**src/rtl/cfar_pkg.sv**
```systemverilog
package cfar_pkg;

   function automatic int imax(input int a, input int b);
      return (a > b) ? a : b;
   endfunction

   // bits needed to hold the value v
   function automatic int bits_for(input int v);
      return $clog2(v + 1);
   endfunction

endpackage

```
**src/rtl/cfar_window.sv**
```systemverilog
// Sliding range window: shift register of M+1 cells with a running total.
module cfar_window #(
   parameter int PW = 16,
   parameter int M  = 16,
   parameter int SW = 21
) (
   input  logic          clk,
   input  logic          rst_n,
   input  logic          shift_en,
   input  logic          restart,
   input  logic [PW-1:0] din,
   output logic [PW-1:0] guard_lo,   // offset -1 (older neighbour)
   output logic [PW-1:0] guard_mid,  // offset 0 (cell under test)
   output logic [PW-1:0] guard_hi,   // offset +1 (newer neighbour)
   output logic [SW-1:0] sum_all
);
   localparam int H = M / 2;

   logic [M:0][PW-1:0] taps;   // taps[0] newest, taps[M] oldest
   logic [SW-1:0]      tap_total;

   always_ff @(posedge clk or negedge rst_n) begin
      if (!rst_n) begin
         taps    <= '0;
         sum_all <= '0;
      end else if (shift_en) begin
         for (int k = M; k >= 1; k--) begin
            taps[k] <= restart ? '0 : taps[k-1];
         end
         taps[0] <= din;
         sum_all <= restart ? SW'(din)
                            : sum_all + SW'(din) - SW'(taps[M]);
      end
   end

   assign guard_hi  = taps[H-1];
   assign guard_mid = taps[H];
   assign guard_lo  = taps[H+1];

   always_comb begin
      tap_total = '0;
      for (int k = 0; k <= M; k++) begin
         tap_total = tap_total + SW'(taps[k]);
      end
   end

   // running total stays equal to the window contents
   a_r3_sum_tracks: assert property (@(posedge clk) disable iff (!rst_n)
      sum_all == tap_total);

   // an idle cycle leaves the window total untouched
   a_r9_idle_hold: assert property (@(posedge clk) disable iff (!rst_n)
      !shift_en |=> $stable(sum_all));

endmodule

```
**src/rtl/cfar_seq.sv**
```systemverilog
// Line sequencing: range index of newest cell, per-line channel and alpha.
module cfar_seq #(
   parameter int IDX_W = 8,
   parameter int CH_W  = 3,
   parameter int AW    = 8
) (
   input  logic             clk,
   input  logic             rst_n,
   input  logic             in_valid,
   input  logic             in_first,
   input  logic [CH_W-1:0]  in_chan,
   input  logic [AW-1:0]    in_alpha,
   output logic             stage_v,
   output logic [IDX_W-1:0] newest_idx,
   output logic [CH_W-1:0]  line_chan,
   output logic [AW-1:0]    line_alpha
);
   always_ff @(posedge clk or negedge rst_n) begin
      if (!rst_n) begin
         stage_v    <= 1'b0;
         newest_idx <= '0;
         line_chan  <= '0;
         line_alpha <= '0;
      end else begin
         stage_v <= in_valid;
         if (in_valid) begin
            if (in_first) begin
               newest_idx <= '0;
               line_chan  <= in_chan;
               line_alpha <= in_alpha;
            end else begin
               newest_idx <= newest_idx + 1'b1;
            end
         end
      end
   end

   // a first cell always restarts the index
   a_r8_restart_idx: assert property (@(posedge clk) disable iff (!rst_n)
      (in_valid && in_first) |=> (newest_idx == '0));

   // alpha only moves on a first cell
   a_r10_alpha_held: assert property (@(posedge clk) disable iff (!rst_n)
      !(in_valid && in_first) |=> $stable(line_alpha));

endmodule

```
**src/rtl/cfar_decide.sv**
```systemverilog
// Reference sum, normalised estimate and cross-multiplied threshold test.
module cfar_decide #(
   parameter int PW    = 16,
   parameter int M     = 16,
   parameter int SW    = 21,
   parameter int AW    = 8,
   parameter int FW    = 4,
   parameter int IDX_W = 8,
   parameter int CH_W  = 3
) (
   input  logic             clk,
   input  logic             rst_n,
   input  logic             stage_v,
   input  logic [IDX_W-1:0] newest_idx,
   input  logic [CH_W-1:0]  line_chan,
   input  logic [AW-1:0]    line_alpha,
   input  logic [PW-1:0]    guard_lo,
   input  logic [PW-1:0]    guard_mid,
   input  logic [PW-1:0]    guard_hi,
   input  logic [SW-1:0]    sum_all,
   output logic             out_valid,
   output logic [IDX_W-1:0] out_idx,
   output logic [CH_W-1:0]  out_chan,
   output logic             out_full,
   output logic             out_det,
   output logic [SW-1:0]    out_est
);
   localparam int H    = M / 2;
   localparam int NORM = M - 3;
   localparam int KMUL = NORM << FW;
   localparam int KW   = cfar_pkg::bits_for(KMUL);
   localparam int CW   = cfar_pkg::imax(PW + KW, AW + SW) + 1;

   logic [SW-1:0]    ref_sum;
   logic [CW-1:0]    lhs, rhs;
   logic             emit, full, clutter_ch, hit;
   logic [IDX_W-1:0] test_idx;
   logic [SW-1:0]    est;

   always_comb begin
      ref_sum    = sum_all - SW'(guard_lo) - SW'(guard_mid) - SW'(guard_hi);
      emit       = stage_v && (newest_idx >= IDX_W'(H));
      full       = newest_idx >= IDX_W'(M);
      test_idx   = newest_idx - IDX_W'(H);
      clutter_ch = (line_chan == '0);
      lhs        = CW'(guard_mid) * CW'(KMUL);
      rhs        = CW'(line_alpha) * CW'(ref_sum);
      hit        = full && !clutter_ch && (lhs > rhs);
      est        = clutter_ch ? '0 : (ref_sum / SW'(NORM));
   end

   always_ff @(posedge clk or negedge rst_n) begin
      if (!rst_n) begin
         out_valid <= 1'b0;
         out_idx   <= '0;
         out_chan  <= '0;
         out_full  <= 1'b0;
         out_det   <= 1'b0;
         out_est   <= '0;
      end else begin
         out_valid <= emit;
         out_det   <= emit && hit;
         if (emit) begin
            out_idx  <= test_idx;
            out_chan <= line_chan;
            out_full <= full;
            out_est  <= est;
         end
      end
   end

endmodule

```
**src/rtl/cfar_gc_detector.sv**
```systemverilog
module cfar_gc_detector #(
   parameter int PW    = 16,
   parameter int M     = 16,
   parameter int AW    = 8,
   parameter int FW    = 4,
   parameter int IDX_W = 8,
   parameter int CH_W  = 3
) (
   input  logic                         clk,
   input  logic                         rst_n,
   input  logic                         in_valid,
   input  logic                         in_first,
   input  logic [CH_W-1:0]              in_chan,
   input  logic [PW-1:0]                in_power,
   input  logic [AW-1:0]                thr_alpha,
   output logic                         out_valid,
   output logic [IDX_W-1:0]             out_idx,
   output logic [CH_W-1:0]              out_chan,
   output logic                         out_full,
   output logic                         out_det,
   output logic [PW+$clog2(M+1)-1:0]    out_est
);
   localparam int H  = M / 2;
   localparam int SW = PW + $clog2(M + 1);

   generate
      if ((M % 2) != 0 || M < 4) begin : g_bad_m
         $error("cfar_gc_detector: M must be even and at least 4");
      end
      if ((1 << IDX_W) <= M) begin : g_bad_idx
         $error("cfar_gc_detector: IDX_W too small for window");
      end
      if (FW >= AW) begin : g_bad_fw
         $error("cfar_gc_detector: FW must be below AW");
      end
   endgenerate

   logic             stage_v;
   logic [IDX_W-1:0] newest_idx;
   logic [CH_W-1:0]  line_chan;
   logic [AW-1:0]    line_alpha;
   logic [PW-1:0]    guard_lo, guard_mid, guard_hi;
   logic [SW-1:0]    sum_all;

   cfar_seq #(.IDX_W(IDX_W), .CH_W(CH_W), .AW(AW)) i_seq (
      .clk(clk), .rst_n(rst_n), .in_valid(in_valid), .in_first(in_first),
      .in_chan(in_chan), .in_alpha(thr_alpha), .stage_v(stage_v),
      .newest_idx(newest_idx), .line_chan(line_chan), .line_alpha(line_alpha)
   );

   cfar_window #(.PW(PW), .M(M), .SW(SW)) i_window (
      .clk(clk), .rst_n(rst_n), .shift_en(in_valid),
      .restart(in_valid && in_first), .din(in_power),
      .guard_lo(guard_lo), .guard_mid(guard_mid), .guard_hi(guard_hi),
      .sum_all(sum_all)
   );

   cfar_decide #(.PW(PW), .M(M), .SW(SW), .AW(AW), .FW(FW),
                 .IDX_W(IDX_W), .CH_W(CH_W)) i_decide (
      .clk(clk), .rst_n(rst_n), .stage_v(stage_v), .newest_idx(newest_idx),
      .line_chan(line_chan), .line_alpha(line_alpha),
      .guard_lo(guard_lo), .guard_mid(guard_mid), .guard_hi(guard_hi),
      .sum_all(sum_all),
      .out_valid(out_valid), .out_idx(out_idx), .out_chan(out_chan),
      .out_full(out_full), .out_det(out_det), .out_est(out_est)
   );

   // no detection without a complete window or a reported cell
   a_r6_full_gate: assert property (@(posedge clk) disable iff (!rst_n)
      out_det |-> (out_valid && out_full));

   // zero-Doppler channel never detects and reports no estimate
   a_r7_zero_chan: assert property (@(posedge clk) disable iff (!rst_n)
      (out_valid && out_chan == '0) |-> (!out_det && out_est == '0));

   // an incomplete window only occurs at the leading edge of a line
   a_r2_partial_idx: assert property (@(posedge clk) disable iff (!rst_n)
      (out_valid && !out_full) |-> (out_idx < IDX_W'(H)));

   // a reported cell needs an accepted cell on the previous edge
   a_r2_needs_input: assert property (@(posedge clk) disable iff (!rst_n)
      out_valid |-> $past(in_valid, 2));

endmodule

```
**config.mk**
```make
export PLATFORM = sky130hd
export DESIGN_NAME = cfar_gc_detector
export DESIGN_NICKNAME = d
export VERILOG_FILES = /design/src/rtl/cfar_pkg.sv /design/src/rtl/cfar_window.sv /design/src/rtl/cfar_seq.sv /design/src/rtl/cfar_decide.sv /design/src/rtl/cfar_gc_detector.sv
export SDC_FILE = /design/constraint.sdc
export NUM_CORES = 1
export LEC_CHECK = 0
export BUFFER_PORTS_ARGS = -buffer_cell sky130_fd_sc_hd__clkbuf_2
export CORE_UTILIZATION = 58
export CTS_CLUSTER_DIAMETER = 60
export DETAILED_ROUTE_END_ITERATION = 8
export PLACE_DENSITY = 0.77
export SYNTH_ARGS = -nofsm -noshare
export SYNTH_HDL_FRONTEND = slang
export SYNTH_SLANG_ARGS = --single-unit
export TNS_END_PERCENT = 50
```
**constraint.sdc**
```tcl
create_clock -name clk -period 10.07 [get_ports clk]
set_clock_uncertainty 0.2 [all_clocks]
set_input_delay 2.014 -clock clk [delete_from_list [all_inputs] [get_ports clk]]
set_output_delay 2.014 -clock clk [all_outputs]
set_load 0.02 [all_outputs]
```
==> metrics.txt, run 1 <==
status=complete, but fails checks; failing checks=setup timing; synth-to-layout area growth=22.52%; die width=215.8 microns; Critical Path RT=around 10 ns; Reg2Reg Depth=49; proportion of layout cells with a drive suffix above 1=22.91%; slowest cell delay on critical path=0.51 ns; adder-cell area share of the yosys netlist=20.59%; CP dominant cell by count=buf_4; total CTS buffers=41; Synth Warn #=0; top_reg_cell synth=dfrtp_1; vias in the first global route=23,440; largest net degree at the start of global routing=about 170; Worst-Margin Slew=1.101 ns; Initial Util=59.32%; Max Fclk=90.44 MHz; Vias=22,480; Hold Violations, Final=0; type of origin of the critical path=flop; critical path type=reg -> reg; Setup crit end kind=flop; TritonCTS clock tree=built; hold path depth=2; largest family of logic cells by synthesized area=adder cells; GPL Wtd Cong=0.8798; synth unique cells=106; max-slew violation count=0; # rows=a little under 80; mux contribution to synthesized area=2.052%; Seq/Total Area, Yosys=32.55%; ANT cells=0; Final Worst Setup Slack=-0.9867 ns; grt ovf=0; RSZ-0062 raised after global routing=yes; GRT Total Usage=about 30%; clk buf depth=3; core area=44,700 sq um; fraction of registers with async set/reset=100.0%; FF+latch count, synth=345; Max-Cap Viols=0; WHS=0.2764 ns; Clock Latency Late Sink=about 0.59 ns; final period utilization=109.8%; worst min-delay path category=reg -> reg; NumNets Final=3,681; Die Area=46,580 sq um; Slew headroom=26.36%; total I/O pin count=66; residual DRC count=0; initial DRC count=1,557; Crit-path slowest cell=fa_1; crit path time final=11.06 ns; initial antenna violation count=0; crit path max fanout=7; ANT nets after route=0; port bufs=62; Final Setup Violations=5; vias per cell=about 5.7; worst endpoint data arrival time=around 11 ns; Simple-Gate Fraction of Synth Area=10.77%; syn_area_per_cell=8.999 sq um; total length of routed wires=69,650 microns; clock root buffer master=clkbuf_16; Post-synth EDFFs=0; XOR/XNOR Fraction of Synth Area=3.524%; CTS clk-pin slew, worst paths=0.06 ns; per-cell routed wire length=approximately 18 microns; first-pass GRT wire length=roughly 120,000 microns; DP HPWL=slightly below 50,000 microns; DR pass1 iterations=6; die height=215.8 microns; H-Tree Level Count=2; mapped cell area=26,520 sq um; Fillers=roughly 3,200; hold_buf cts=0; Sink Count=345; Post-Synthesis Cells=between 2,000 and 3,000; Compound-Gate Fraction of Synth Area=19.50%
placed cells by master, fill, tap and decap left out, types with 11 or more instances in the layout:
master	count
a21o_1	25
a21oi_1	111
a21oi_2	11
and2_1	76
buf_4	411
buf_6	13
clkbuf_16	44
clkbuf_2	60
dfrtp_1	345
fa_1	173
ha_1	149
inv_1	579
mux2_2	31
nand2_1	246
nand2b_1	12
nand3_1	27
nand4_1	17
nor2_1	71
nor3_1	41
o211ai_1	21
o21ai_0	112
o21ai_1	22
o21bai_1	44
o22ai_1	255
xnor2_1	73
xor2_1	23
per-stage QoR:
stage          worst slack [ns]  area (sq um)  setup TNS (ns)  cells  util (%)
6_report                -0.9867         32490          -2.278   3944     72.68
5_1_grt                  -1.456         32490          -4.485   3944     72.68
4_1_cts                 -0.7755         32090          -1.625   3928     71.78
3_5_place_dp             -1.229         29940          -3.325   3828     66.98
3_3_place_gp             -1.033         29940          -2.668   3828     66.98
2_1_floorplan           -0.4078         26640         -0.5910   2949         -
worst max-delay path: cells and delay by family (launching register included):
kind,cells,cell delay [ns]
buffers and inverters,9,1.39
multiplexers,1,0.11
AND/OR/NAND/NOR,10,1.81
flip-flops,1,0.38
AO/OA/AOI/OAI,24,5.28
adder cells (fa/ha/maj),5,1.72
registers in the layout, indices dropped and copies added, names as in the netlist:
signal,cells
i_window.taps,224
i_window.sum_all,21
i_decide.out_est,18
i_window.guard_hi,16
i_window.guard_lo,16
i_window.guard_mid,16
i_decide.out_idx,8
i_seq.line_alpha,8
i_seq.newest_idx,8
i_decide.out_chan,3
i_seq.line_chan,3
i_decide.out_det,1
i_decide.out_full,1
i_decide.out_valid,1
i_seq.stage_v,1
worst paths after layout:
check | slack, ns | from | to
max in group asynchronous | 6.95 | rst_n | i_decide.out_est[9]
max | -0.99 | i_window.guard_lo[0] | i_decide.out_est[0]
max reg2reg | -0.99 | i_window.guard_lo[0] | i_decide.out_est[0]
min in group asynchronous | 1.23 | rst_n | i_window.taps[29]
min | 0.28 | i_decide.out_idx[5] | i_decide.out_idx[5]
min reg2reg | 0.28 | i_decide.out_idx[5] | i_decide.out_idx[5]
logic make-up after synthesis:
group / after synthesis
xor gates and xnor gates: 105
DFF: 345
and+or+nand+nor: 589
muxes: 49
other: 1
AOI/OAI and AO/OA: 781
buffers and inverters: 745
adders and majority gates: 332
cell type report:
class	instances	area, sq um	area share, %
clock buffer	52	1150	3.539
sequential	345	8633	26.57
timing repair buffer	493	3702	11.39
inverter	580	2177	6.701
clock inverter	22	295.3	0.9088
multi-input combinational	1860	15790	48.61
tap	592	740.7	2.280
cell usage after synthesis, types with 12 or more instances:
| master | count | share of area (%) |
|---|---|---|
| a211oi_1 | 18 | 0.51 |
| a21o_1 | 25 | 0.71 |
| a21oi_1 | 120 | 2.3 |
| a22o_1 | 12 | 0.40 |
| and2_1 | 78 | 1.8 |
| buf_1 | 12 | 0.17 |
| buf_2 | 27 | 0.51 |
| buf_4 | 12 | 0.34 |
| clkbuf_1 | 108 | 1.5 |
| dfrtp_1 | 345 | 33 |
| fa_1 | 175 | 13 |
| ha_1 | 154 | 7.3 |
| inv_1 | 579 | 8.2 |
| mux2_2 | 33 | 1.4 |
| mux2i_1 | 13 | 0.49 |
| nand2_1 | 248 | 3.5 |
| nand2b_1 | 15 | 0.35 |
| nand3_1 | 29 | 0.55 |
| nand4_1 | 17 | 0.40 |
| nor2_1 | 77 | 1.1 |
| nor2b_1 | 12 | 0.28 |
| nor3_1 | 50 | 0.94 |
| o211ai_1 | 21 | 0.59 |
| o21a_1 | 12 | 0.34 |
| o21ai_0 | 124 | 2.3 |
| o21ai_1 | 15 | 0.28 |
| o21bai_1 | 45 | 1.3 |
| o22ai_1 | 259 | 6.1 |
| xnor2_1 | 79 | 2.6 |
| xor2_1 | 24 | 0.79 |
metal layers:
layer	share of wire (%)	wire (microns)	up-vias	GRT usage, %
li1	-	-	10620	-
met1	43	30170	11270	39.88
met2	51	35280	496	52.64
met3	4.0	2761	90	3.693
met4	2.1	1443	0	8.132
met5	0	0	-	0
timing repair:
item                       CTS  global route
setup endpoints to repair    5             5
buffers inserted            25            15
pin swaps                   42            32
gates cloned                 1             1
resized for setup          111            52
Power of run 1 is not shown: default switching activity piles up to over one toggle a cycle in this logic, so the estimate is an artifact.
==> run 2: changes to the inputs <==
--- a/config.mk
+++ b/config.mk
@@ -13,4 +13,4 @@
 export SYNTH_ARGS = -nofsm -noshare
 export SYNTH_HDL_FRONTEND = slang
 export SYNTH_SLANG_ARGS = --single-unit
-export TNS_END_PERCENT = 50
+export TNS_END_PERCENT = 1
==> metrics.txt, run 2 (synthesized netlist as in run 1, its figures left out) <==
GPL Wtd Cong=0.8798 (unchanged); R2R setup slack=-0.99 ns (about the same); CP delay by family, top=compound AO/OA/AOI/OAI gates (unchanged); Hold Violations, Final=0 (unchanged); WP buf/inv=8 (was 9); DP HPWL=49,460 microns (unchanged); Reg2Reg Depth=46 (was 49); port bufs=62 (unchanged); Setup crit end kind=flop (unchanged); die width=215.8 microns (unchanged); NumNets Final=3,661 (was 3,681); largest net degree at the start of global routing=173 (unchanged); slowest cell delay on critical path=0.53 ns (was 0.51 ns); clk buf depth=3 (unchanged); failing checks=setup timing (unchanged); Die Area=46,580 sq um (unchanged); Top Registers=i_window.taps: 224 flops, i_window.sum_all: 21 flops, i_decide.out_est: 18 flops (unchanged); Max-Cap Viols=0 (unchanged); crit path max fanout=15 (was 7); CTS clk-pin slew, worst paths=0.06 ns (about the same); Initial Util=59.32% (unchanged); DR pass1 iterations=5 (was 6); type of origin of the critical path=flop (unchanged); FF-to-FF End=i_decide.out_est[0] (unchanged); die height=215.8 microns (unchanged); final period utilization=109.9% (was 109.8%); initial antenna violation count=0 (unchanged); total I/O pin count=66 (unchanged); GRT Total Usage=30.14% (was 30.26%); proportion of layout cells with a drive suffix above 1=22.33% (was 22.91%); most frequent cells in the layout=inv_1, buf_4, dfrtp_1, o22ai_1, nand2_1 (unchanged); worst min-delay path category=reg -> reg (unchanged); ANT cells=0 (unchanged); H-Tree Level Count=2 (unchanged); max-slew violation count=0 (unchanged); Max Fclk=90.38 MHz (was 90.44 MHz); total CTS buffers=41 (unchanged); WHS=0.2679 ns (was 0.2764 ns); Worst-Margin Slew=1.139 ns (was 1.101 ns); Sink Count=345 (unchanged); worst endpoint data arrival time=11.28 ns (about the same); Clock Latency Late Sink=0.59 ns (about the same); # rows=77 (unchanged); initial DRC count=1,670 (was 1,557); Final Setup Violations=5 (unchanged); Final Worst Setup Slack=-0.9946 ns (was -0.9867 ns); Slew headroom=23.78% (was 26.36%); register bank with the most flops=i_window.taps (unchanged); synth-to-layout area growth=21.75% (was 22.52%); Crit-path slowest cell=or4_4 (was fa_1); CP dominant cell by count=buf_4 (unchanged); Vias=22,370 (was 22,480); clock root buffer master=clkbuf_16 (unchanged); Largest register FFs=224 (unchanged); Critical Path Stages=46 (was 49); total length of routed wires=69,190 microns (was 69,650 microns); Final Util=72.22% (was 72.68%); Crit. Startpoint=i_window.guard_mid[3] (was i_window.guard_lo[0]); ANT nets after route=0 (unchanged); residual DRC count=0 (unchanged); critical path type=reg -> reg (unchanged); grt ovf=0 (unchanged); vias per cell=5.701 (was 5.700); TritonCTS clock tree=built (unchanged); first-pass GRT wire length=114,900 microns (was 115,300 microns); Final TNS setup=-2.145 ns (was -2.278 ns); RSZ-0062 raised after global routing=yes (unchanged); worst r2r src=i_window.guard_mid[3] (was i_window.guard_lo[0]); Critical Path RT=10.29 ns (about the same); most common cell after layout, fill and taps aside=inv_1 (unchanged); per-cell routed wire length=17.63 microns (was 17.66 microns); worst setup path endpoint=i_decide.out_est[0] (unchanged); status=complete, but fails checks (unchanged); crit path time final=11.06 ns (about the same); core area=44,700 sq um (unchanged); vias in the first global route=23,280 (was 23,440)
run 2: cell types whose count changed in the layout (fill, tap and decap cells not counted), sizes merged:
cell    previous run  this run
clkbuf           113       112
buf              432       413
run 2: final cells by class:
class	count	area, sq um
flip-flops and latches	345	8633
clock buffers	52	1150
fillers	3277	12420
well taps	592	740.7
clock inverters	22	295.3
inverters	580	2177
multi-input cells	1860	15800
repair buffers	473	3492
run 2: layer usage:
layer / vias up / wire length [microns] / global-route usage [%]
li1: 10580 / - / -
met1: 11220 / 30160 / 39.92
met2: 477 / 34880 / 52.11
met3: 91 / 2684 / 3.721
met4: 0 / 1465 / 8.227
met5: - / 0 / 0
run 2: metrics by stage:
| step | cell area, sq um | setup slack, ns | cells |
|---|---|---|---|
| after CTS | 31820 | -0.8324 | 3914 |
| final | 32290 | -0.9946 | 3924 |
| after detailed placement | 29940 | -1.229 | 3828 |
| after global placement | 29940 | -1.033 | 3828 |
| after global routing | 32290 | -1.471 | 3924 |
| after floorplan | 26640 | -0.4078 | 2949 |
run 2: repair_timing:
item,4_1_cts,5_1_grt
buffers inserted,11,9
pin swaps,20,42
hold buffers,0,0
endpoints found under the setup margin,5,6
gates resized for setup,73,79
cloned,1,1
run 2: worst min-delay path by stage:
stage	startpoint	endpoint	cells past startpoint
floorplan	i_window.taps[0]	i_window.taps[16]	2
global placement	i_decide.out_est[3]	i_decide.out_est[3]	2
detailed placement	i_decide.out_chan[2]	i_decide.out_chan[2]	2
CTS	i_decide.out_est[3]	i_decide.out_est[3]	2
global route	i_decide.out_idx[5]	i_decide.out_idx[5]	2
finish	i_decide.out_est[3]	i_decide.out_est[3]	2
run 2: tightest hold or removal path, delay by kind of cell, from the launching register on:
family / cells / cell delay [ns]
flops: 1 / 0.33
simple gates: 2 / 0.10
Power of run 2 is left out for the same reason.
==> run 3: changes to the inputs <==
--- a/config.mk
+++ b/config.mk
@@ -6,10 +6,11 @@
 export NUM_CORES = 1
 export LEC_CHECK = 0
 export BUFFER_PORTS_ARGS = -buffer_cell sky130_fd_sc_hd__clkbuf_2
-export CORE_UTILIZATION = 58
+export CORE_MARGIN = 2
+export CORE_UTILIZATION = 30
 export CTS_CLUSTER_DIAMETER = 60
 export DETAILED_ROUTE_END_ITERATION = 8
-export PLACE_DENSITY = 0.77
+export PLACE_DENSITY = 0.45
 export SYNTH_ARGS = -nofsm -noshare
 export SYNTH_HDL_FRONTEND = slang
 export SYNTH_SLANG_ARGS = --single-unit
==> metrics.txt, run 3 (synthesized netlist as in run 1, its figures left out) <==
R2R setup slack=-0.89 ns (was -0.99 ns); NumNets Final=3,750 (was 3,661); residual DRC count=0 (unchanged); DP Cell Count=4,434 (was 3,828); Initial Util=30.15% (was 59.32%); total I/O pin count=66 (unchanged); Final Worst Setup Slack=-0.8939 ns (was -0.9946 ns); grt ovf=0 (unchanged); Clock Latency Late Sink=0.60 ns (was 0.59 ns); initial DRC count=1,007 (was 1,670); worst endpoint data arrival time=11.24 ns (was 11.28 ns); Max-Cap Viols=0 (unchanged); proportion of layout cells with a drive suffix above 1=25.36% (was 22.33%); initial antenna violation count=0 (unchanged); Top Registers=i_window.taps: 224 flops, i_window.sum_all: 21 flops, i_decide.out_est: 18 flops (unchanged); CP dominant cell by count=buf_4 (unchanged); synth-to-layout area growth=29.03% (was 21.75%); WHS=0.2720 ns (was 0.2679 ns); slowest cell delay on critical path=0.53 ns (about the same); clk buf depth=3 (unchanged); max-slew violation count=0 (unchanged); final period utilization=108.9% (was 109.9%); type of origin of the critical path=flop (unchanged); vias in the first global route=22,640 (was 23,280); Setup crit end kind=flop (unchanged); core area=87,970 sq um (was 44,700 sq um); Crit-path slowest cell=fa_1 (was or4_4); Hold Violations, Final=0 (unchanged); failing checks=setup timing (unchanged); most frequent cells in the layout=inv_1, buf_4, dfrtp_1, o22ai_1, nand2_1 (unchanged); TritonCTS clock tree=built (unchanged); most common cell after layout, fill and taps aside=inv_1 (unchanged); ANT cells=0 (unchanged); vias per cell=4.767 (was 5.701); Slew headroom=21.98% (was 23.78%); status=complete, but fails checks (unchanged); Layout Cells excl Fill=4,591 (was 3,924); register bank with the most flops=i_window.taps (unchanged); Die Area=90,790 sq um (was 46,580 sq um); clock root buffer master=clkbuf_16 (unchanged); first-pass GRT wire length=121,200 microns (was 114,900 microns); critical path type=reg -> reg (unchanged); # rows=109 (was 77); worst min-delay path category=reg -> reg (unchanged); H-Tree Level Count=2 (unchanged); Max Fclk=91.21 MHz (was 90.38 MHz); die height=301.3 microns (was 215.8 microns); Worst-Margin Slew=1.162 ns (was 1.139 ns); pre-CTS WS=-1.627 ns (was -1.229 ns); Final Util=38.90% (was 72.22%); DP HPWL=54,140 microns (was 49,460 microns); GRT Total Usage=16.39% (was 30.14%); Sink Count=345 (unchanged); Largest register FFs=224 (unchanged); RSZ-0062 raised after global routing=yes (unchanged); CTS clk-pin slew, worst paths=0.06 ns (about the same); per-cell routed wire length=16.01 microns (was 17.63 microns); DR pass1 iterations=5 (unchanged); Final Setup Violations=5 (unchanged); total length of routed wires=73,520 microns (was 69,190 microns); GPL Wtd Cong=0.8403 (was 0.8798); crit path max fanout=7 (was 15); ANT nets after route=0 (unchanged); crit path time final=10.96 ns (was 11.06 ns); largest net degree at the start of global routing=172 (was 173); Vias=21,880 (was 22,370); port bufs=62 (unchanged); die width=301.3 microns (was 215.8 microns); total CTS buffers=47 (was 41); hold_buf cts=0 (unchanged); Critical Path RT=10.35 ns (was 10.29 ns)
## run 3: cell types whose count changed in the layout (fill, tap and decap cells not counted), moves of 5 or more
cell and change:
buf_6 +12, o21ai_1 +5, ha_2 +6, nor2_4 +6, nor3_1 -8, nor3_2 +6
buf_12 +7, buf_4 +65, o21ai_0 -5
## run 3: critical path, delay by kind of cell (launching register included)
| kind | cells | cell delay (ns) |
|---|---|---|
| flip-flops | 1 | 0.38 |
| XOR/XNOR | 1 | 0.15 |
| multiplexers | 1 | 0.28 |
| AND/OR/NAND/NOR | 6 | 1.59 |
| buffers and inverters | 11 | 1.48 |
| AO/OA/AOI/OAI | 24 | 4.96 |
| adder cells (fa/ha/maj) | 5 | 1.78 |
## run 3: area by class of cell
| class | count | area, sq um |
|---|---|---|
| Tap cell | 1165 | 1458 |
| Inverter | 580 | 2177 |
| Multi-Input combinational cell | 1859 | 16040 |
| Timing Repair Buffer | 557 | 4255 |
| Sequential cell | 345 | 8633 |
| Clock buffer | 60 | 1275 |
| Fill cell | 8850 | 53750 |
| Clock inverter | 25 | 374.1 |
## run 3: layer usage
| metal | wire (microns) | up-vias | track usage [%] |
|---|---|---|---|
| li1 | - | 10750 | - |
| met1 | 35380 | 10750 | 23.06 |
| met2 | 34380 | 296 | 26.79 |
| met3 | 2262 | 91 | 2.053 |
| met4 | 1502 | 0 | 3.791 |
| met5 | 0 | - | 0 |
## run 3: repair_timing
| item | in CTS | in global routing |
|---|---|---|
| setup endpoints to repair | 6 | 6 |
| pin swaps | 74 | 72 |
| gates resized for setup | 135 | 80 |
| setup buffers | 48 | 24 |
## run 3: stage by stage
stage               TNS, ns  cell area (sq um)
detailed placement   -4.959              30980
global route         -4.930              34220
floorplan           -0.5910              26640
CTS                  -2.332              33630
global placement     -4.494              30980
finish               -2.294              34220
## run 3: path summary, 6_finish.rpt
check / startpoint / end / cells past startpoint
worst min-delay path: i_window.taps[15] / i_window.taps[31] / 2
worst max register to register: i_window.guard_lo[0] / i_decide.out_est[0] / 48
worst max-delay path: i_window.guard_lo[0] / i_decide.out_est[0] / 48
worst min register to register: i_window.taps[15] / i_window.taps[31] / 2
max in group asynchronous: rst_n / i_window.taps[211] / 3
min in group asynchronous: rst_n / i_window.taps[62] / 1
Power of run 3 is left out for the same reason.
